===== src/rtl/fcd_pkg.sv =====
package fcd_pkg;
  localparam int NUM_BANKS = 2;

  localparam logic [7:0] CMD_UNL1    = 8'hAA;
  localparam logic [7:0] CMD_UNL2    = 8'h55;
  localparam logic [7:0] CMD_AUTOSEL = 8'h90;
  localparam logic [7:0] CMD_RESET   = 8'hF0;
  localparam logic [7:0] CMD_SUSP    = 8'hB0;
  localparam logic [7:0] CMD_RESUME  = 8'h30;

  localparam logic [10:0] ADR_UNL1 = 11'h555;
  localparam logic [10:0] ADR_UNL2 = 11'h2AA;

  typedef enum logic [1:0] {
    SEQ_IDLE = 2'd0,
    SEQ_UNL1 = 2'd1,
    SEQ_UNL2 = 2'd2
  } seqState_t;

  // strobes from control to the read datapath
  typedef struct packed {
    logic [NUM_BANKS-1:0] asMask;
    logic                 rdGo;
  } ctrlStrb_t;
endpackage


===== src/rtl/fcd_ctrl.sv =====
module fcd_ctrl
  import fcd_pkg::*;
(
  input  logic        clk,
  input  logic        rstN,
  input  logic        busWe,
  input  logic        busRe,
  input  logic [10:0] addrLow,
  input  logic        bankSel,
  input  logic        byteLsb,
  input  logic        byteMode,
  input  logic [7:0]  cmdData,
  input  logic        pgmBusy,
  input  logic        ersBusy,
  output ctrlStrb_t   strb,
  output logic        suspReq,
  output logic        resmReq,
  output logic        tmoClr
);
  seqState_t seqQ, seqD;
  logic [NUM_BANKS-1:0] asQ, asD;
  logic hit1, hit2, opBusy;
  logic suspD, resmD, tmoD;

  assign hit1   = (addrLow == ADR_UNL1) && (!byteMode || !byteLsb);
  assign hit2   = (addrLow == ADR_UNL2) && (!byteMode ||  byteLsb);
  assign opBusy = pgmBusy || ersBusy;

  always_comb begin
    seqD  = seqQ;
    asD   = asQ;
    suspD = 1'b0;
    resmD = 1'b0;
    tmoD  = 1'b0;
    if (busWe) begin
      seqD = SEQ_IDLE;
      if (cmdData == CMD_RESET) begin
        asD  = '0;
        tmoD = 1'b1;
      end else begin
        unique case (seqQ)
          SEQ_IDLE: begin
            if (cmdData == CMD_UNL1 && hit1) seqD = SEQ_UNL1;
            else if (cmdData == CMD_SUSP && opBusy) suspD = 1'b1;
            else if (cmdData == CMD_RESUME && opBusy) resmD = 1'b1;
            else asD = '0;
          end
          SEQ_UNL1: begin
            if (cmdData == CMD_UNL2 && hit2) seqD = SEQ_UNL2;
            else asD = '0;
          end
          SEQ_UNL2: begin
            if (cmdData == CMD_AUTOSEL) asD[bankSel] = 1'b1;
            else asD = '0;
          end
          default: asD = '0;
        endcase
      end
    end
  end

  always_ff @(posedge clk) begin
    if (!rstN) begin
      seqQ    <= SEQ_IDLE;
      suspReq <= 1'b0;
      resmReq <= 1'b0;
      tmoClr  <= 1'b0;
    end else begin
      seqQ    <= seqD;
      suspReq <= suspD;
      resmReq <= resmD;
      tmoClr  <= tmoD;
    end
  end

  for (genvar gb = 0; gb < NUM_BANKS; gb++) begin : g_bank
    always_ff @(posedge clk) begin
      if (!rstN) asQ[gb] <= 1'b0;
      else       asQ[gb] <= asD[gb];
    end
  end

  assign strb.asMask = asQ;
  assign strb.rdGo   = busRe && !busWe;

  a_r10_susp_needs_busy: assert property (@(posedge clk) disable iff (!rstN)
    (suspReq || resmReq) |-> $past(pgmBusy || ersBusy));
  a_r2_unlock_order: assert property (@(posedge clk) disable iff (!rstN)
    (seqQ == SEQ_UNL2) |-> $past(seqQ == SEQ_UNL1));
  a_r11_reset_clears: assert property (@(posedge clk) disable iff (!rstN)
    tmoClr |-> (asQ == '0) && (seqQ == SEQ_IDLE));
endmodule


===== src/rtl/fcd_rdpath.sv =====
module fcd_rdpath
  import fcd_pkg::*;
#(
  parameter logic [15:0] MFR_ID = 16'h0004,
  parameter logic [15:0] DEV_ID = 16'h225C
) (
  input  logic        clk,
  input  logic        rstN,
  input  ctrlStrb_t   strb,
  input  logic [7:0]  addrOff,
  input  logic        bankSel,
  input  logic        byteLsb,
  input  logic        byteMode,
  input  logic [15:0] arrayData,
  input  logic        sgProt,
  output logic        rdValid,
  output logic [15:0] rdData
);
  localparam logic [7:0] DEV_OFF_X16  = 8'h01;
  localparam logic [7:0] DEV_OFF_X8   = 8'h02;
  localparam logic [7:0] PROT_OFF_X16 = 8'h02;
  localparam logic [7:0] PROT_OFF_X8  = 8'h04;

  logic [7:0]  off, devOff, protOff;
  logic [15:0] rdNext;

  assign off     = byteMode ? {addrOff[6:0], byteLsb} : addrOff;
  assign devOff  = byteMode ? DEV_OFF_X8  : DEV_OFF_X16;
  assign protOff = byteMode ? PROT_OFF_X8 : PROT_OFF_X16;

  always_comb begin
    if (!strb.asMask[bankSel])  rdNext = arrayData;
    else if (off == 8'h00)      rdNext = MFR_ID;
    else if (off == devOff)     rdNext = DEV_ID;
    else if (off == protOff)    rdNext = {15'b0, sgProt};
    else                        rdNext = '0;
    if (byteMode) rdNext[15:8] = '0;
  end

  always_ff @(posedge clk) begin
    if (!rstN) begin
      rdValid <= 1'b0;
      rdData  <= '0;
    end else begin
      rdValid <= strb.rdGo;
      if (strb.rdGo) rdData <= rdNext;
    end
  end

  a_r12_x8_high_zero: assert property (@(posedge clk) disable iff (!rstN)
    (rdValid && $past(byteMode)) |-> (rdData[15:8] == 8'h00));
endmodule


===== src/rtl/flash_cmd_decoder.sv =====
module flash_cmd_decoder
  import fcd_pkg::*;
#(
  parameter int          ADDR_W = 21,
  parameter logic [15:0] MFR_ID = 16'h0004,
  parameter logic [15:0] DEV_ID = 16'h225C
) (
  input  logic              clk,
  input  logic              rstN,
  input  logic              busWe,
  input  logic              busRe,
  input  logic [ADDR_W-1:0] busAddr,
  input  logic              byteLsb,
  input  logic [15:0]       busWrData,
  input  logic              byteMode,
  input  logic [15:0]       arrayData,
  input  logic              sgProt,
  input  logic              pgmBusy,
  input  logic              ersBusy,
  output logic              rdValid,
  output logic [15:0]       rdData,
  output logic              suspReq,
  output logic              resmReq,
  output logic              tmoClr
);
  localparam int BANK_BIT = ADDR_W - 1;

  ctrlStrb_t strb;
  logic      bankSel;
  logic      hiByteUnused;
  logic      midAddrUnused;

  assign bankSel       = busAddr[BANK_BIT];
  assign hiByteUnused  = ^busWrData[15:8];
  assign midAddrUnused = ^busAddr[BANK_BIT-1:11];

  fcd_ctrl u_ctrl (
    .clk      (clk),
    .rstN     (rstN),
    .busWe    (busWe),
    .busRe    (busRe),
    .addrLow  (busAddr[10:0]),
    .bankSel  (bankSel),
    .byteLsb  (byteLsb),
    .byteMode (byteMode),
    .cmdData  (busWrData[7:0]),
    .pgmBusy  (pgmBusy),
    .ersBusy  (ersBusy),
    .strb     (strb),
    .suspReq  (suspReq),
    .resmReq  (resmReq),
    .tmoClr   (tmoClr)
  );

  fcd_rdpath #(.MFR_ID(MFR_ID), .DEV_ID(DEV_ID)) u_rdpath (
    .clk       (clk),
    .rstN      (rstN),
    .strb      (strb),
    .addrOff   (busAddr[7:0]),
    .bankSel   (bankSel),
    .byteLsb   (byteLsb),
    .byteMode  (byteMode),
    .arrayData (arrayData),
    .sgProt    (sgProt),
    .rdValid   (rdValid),
    .rdData    (rdData)
  );

  a_r5_write_wins: assert property (@(posedge clk) disable iff (!rstN)
    $past(busWe) |-> !rdValid);
endmodule


===== config.mk =====
export PLATFORM = sky130hd
export DESIGN_NAME = flash_cmd_decoder
export DESIGN_NICKNAME = d
export VERILOG_FILES = /design/src/rtl/fcd_pkg.sv /design/src/rtl/fcd_ctrl.sv /design/src/rtl/fcd_rdpath.sv /design/src/rtl/flash_cmd_decoder.sv
export SDC_FILE = /design/constraint.sdc
export NUM_CORES = 1
export LEC_CHECK = 0
export ABC_AREA = 0
export BUFFER_PORTS_ARGS = -buffer_cell sky130_fd_sc_hd__buf_2
export CAP_MARGIN = 5
export CORE_MARGIN = 2
export CORE_UTILIZATION = 40
export CTS_CLUSTER_DIAMETER = 30
export CTS_CLUSTER_SIZE = 25
export DETAILED_ROUTE_END_ITERATION = 10
export PLACE_DENSITY = 0.76
export SLEW_MARGIN = 20
export SYNTH_ARGS = -nofsm -noshare
export SYNTH_HDL_FRONTEND = slang
export SYNTH_SLANG_ARGS = --single-unit
export TNS_END_PERCENT = 20

===== constraint.sdc =====
create_clock -name clk -period 1.9 [get_ports clk]
set_input_delay 0.19 -clock clk [delete_from_list [all_inputs] [get_ports clk]]
set_output_delay 0.19 -clock clk [all_outputs]
set_load 0.01 [all_outputs]

==> impl_metrics.json <==
{
  "status": "finished, final reports clean",
  "ant_nets": 0,
  "core_um2": 2780,
  "critical_path_class": "register to register",
  "pin_count": 82,
  "wl_per_cell_um": 13.5,
  "leakage_nw": 0.667,
  "diodes": 0,
  "fillers": 268,
  "drv_slew": 0,
  "cts_tree": "done",
  "worst_setup_path_start_kind": "register",
  "clk_latency_ns": 0.32,
  "cts_sinks": 24,
  "htreeDepth": 1,
  "first_global_vias": 1155,
  "grt_overflow_total": 0,
  "fin_crit_ns": 1.57,
  "num_vias": 1220,
  "end_kind": "register",
  "clock-root-buffer": "clkbuf_4",
  "synth_fp_nets": 190,
  "reg2reg_from": "u_ctrl.seqQ[0]",
  "synth.mux.area_fraction": 0.0192,
  "synth-seq-cells": 24,
  "grt_setup_unrepaired": "false",
  "post_cts_buffers": 0,
  "yosysTopAreaCell": "dfxtp_1",
  "reg2reg_to": "u_ctrl.strb[2]",
  "cap_violations": 0,
  "cp.arrival_ns": 1.82,
  "ys_types": 35,
  "hpwlAfterDp_um": 2480,
  "die_w_um": 58.1,
  "synth_area_leaders": "dfxtp_1, a22oi_1, nor2b_1",
  "post-route-drc-count": 0,
  "fmaxAchievable_mhz": 639,
  "cp_data_required_time_ns": 2.16,
  "reg2reg_depth": 4,
  "setup_viol": 0,
  "synth_top_family_by_area": "simple AND/OR/NAND/NOR gates",
  "min_period_over_period": 0.824,
  "register_area_um2": 480,
  "initialDrtViolationCount": 39,
  "clkTransAtPathRegs_ns": 0.13,
  "drt_wl_total_um": 3000,
  "synth_top_area_frac": 0.410,
  "cts-buffers-inserted": 3,
  "syn_avg_cell_area_um2": 9.16,
  "worst_pin_slew_ns": 0.506,
  "hold_viol": 0,
  "start_util": 0.422,
  "clock_path_buffers": 2,
  "synth_seq_area_share": 0.410,
  "antenna_found_initial": 0,
  "synthXorXnorAreaFrac": 0,
  "cts-resized-gates": 0,
  "hold_path.class": "input pin to register",
  "grt_pass1_wl_um": 4730,
  "hold_buffers": 0,
  "vias_per_cell": 5.50,
  "rows": 19,
  "multiInputGateArea_um2": 656,
  "synth-adder-area-share": 0,
  "setup-tns-final_ns": 0,
  "relSlewSlack": 0.663,
  "crit_fanout": 4,
  "rrSetupSlack_ns": 0.33,
  "synthSimpleGateAreaFrac": 0.317,
  "synthCells": 128,
  "worstHoldStart": "busWrData[7]",
  "place_congestion": 0.833,
  "nets": 254,
  "yosys_warnings": 0,
  "synth_top_flop_cell": "dfxtp_1",
  "drt-pass1-iter-count": 4,
  "grt_max_degree": 25,
  "dieArea_um2": 3380,
  "portBuffers": 64,
  "synth_edf_count": 0,
  "hold_path_depth": 2,
  "grt_usage": 0.180,
  "worst_ir_drop_vdd_mv": 0.551,
  "layout-drive-gt1-share": 0.403,
  "finalClockSkew_ns": 0.00386,
  "p_per_area_nw_per_um2": 672,
  "async_reset_ff_frac": 0,
  "hold_path_end": "u_ctrl.resmReq",
  "synth-compound-area-share": 0.223,
  "final_util": 0.563,
  "area_growth_pct": 33.6,
  "synth.cell_area_um2": 1170,
  "fp.dieH_um": 58.1
}
-- Yosys cell counts (4+ instances only) --
master and number:
dfxtp_1 24, clkbuf_1 4, nor2b_1 9, a22oi_1 8, nand2_1 6, a21oi_1 6, nand3_1 6, a21boi_0 6
nand4_1 5, o21ai_0 9
-- critical path, stage by stage (launching register included) --
cell     delay (ns)
dfxtp_1        0.36
or4_1          0.59
nor4_1         0.28
o21ai_0        0.12
a31oi_1        0.15
-- per-stage QoR --
step           setup slack (ns)  total power, W  area [um2]  instances  hold slack, ns
2_1_floorplan             0.544        0.000607        1170        128           0.268
3_3_place_gp              0.391        0.000685        1510        218           0.419
3_5_place_dp              0.358        0.000692        1510        218           0.424
4_1_cts                   0.349         0.00106        1570        222          0.0723
5_1_grt                   0.241         0.00109        1570        222          0.0815
6_report                  0.334         0.00105        1570        222          0.0731
-- how the worst max path moves through the flow --
| stage | cells past startpoint | from | to |
|---|---|---|---|
| detailed placement | 5 | busAddr[2] | u_rdpath.rdData[13] |
| global placement | 5 | busWrData[7] | u_ctrl.strb[2] |
| finish | 4 | u_ctrl.seqQ[0] | u_ctrl.strb[2] |
| floorplan | 4 | u_ctrl.seqQ[0] | u_ctrl.strb[2] |
| CTS | 4 | u_ctrl.seqQ[0] | u_ctrl.strb[1] |
| global route | 4 | u_ctrl.seqQ[0] | u_ctrl.strb[1] |
-- registers in the layout, summed over array words and instances, names as in the netlist --
signal            cells
u_rdpath.rdData      16
u_ctrl.seqQ           2
u_ctrl.strb           2
u_ctrl.resmReq        1
u_ctrl.suspReq        1
u_ctrl.tmoClr         1
u_rdpath.rdValid      1
-- power breakdown --
group	total [W]	internal (W)	switching (W)
Combinational	0.000154	0.0000748	0.0000795
Clock	0.000373	0.000213	0.000159
Sequential	0.000526	0.000519	0.00000692
-- cell families after synthesis --
kind of cell | count (synthesis)
flops | 24
buf+inv | 9
mux | 1
simple gates | 57
compound gates | 37
-- placed cells by master, fill, tap and decap left out, types with 5 or more instances in the layout --
cell / count
o21ai_0: 9
nor2b_1: 9
buf_2: 64
nand2_1: 6
a21boi_0: 6
nand4_1: 5
a22oi_1: 8
a21oi_1: 6
dfxtp_1: 24
nand3_1: 6
-- final cells by class --
class / instances / share of cell area
Inverter: 3 / 0.00719
Sequential cell: 24 / 0.307
Timing Repair Buffer: 65 / 0.209
Multi-Input combinational cell: 95 / 0.419
Clock buffer: 3 / 0.0144
Tap cell: 31 / 0.0248
Clock inverter: 1 / 0.0192
-- per-layer routing --
metal / wire (um) / track usage
met1: 1130 / 0.196
met5: 0 / 0
met2: 1590 / 0.347
met4: 52 / 0.0831
met3: 225 / 0.0134
Power figures use the tool's default switching activity.
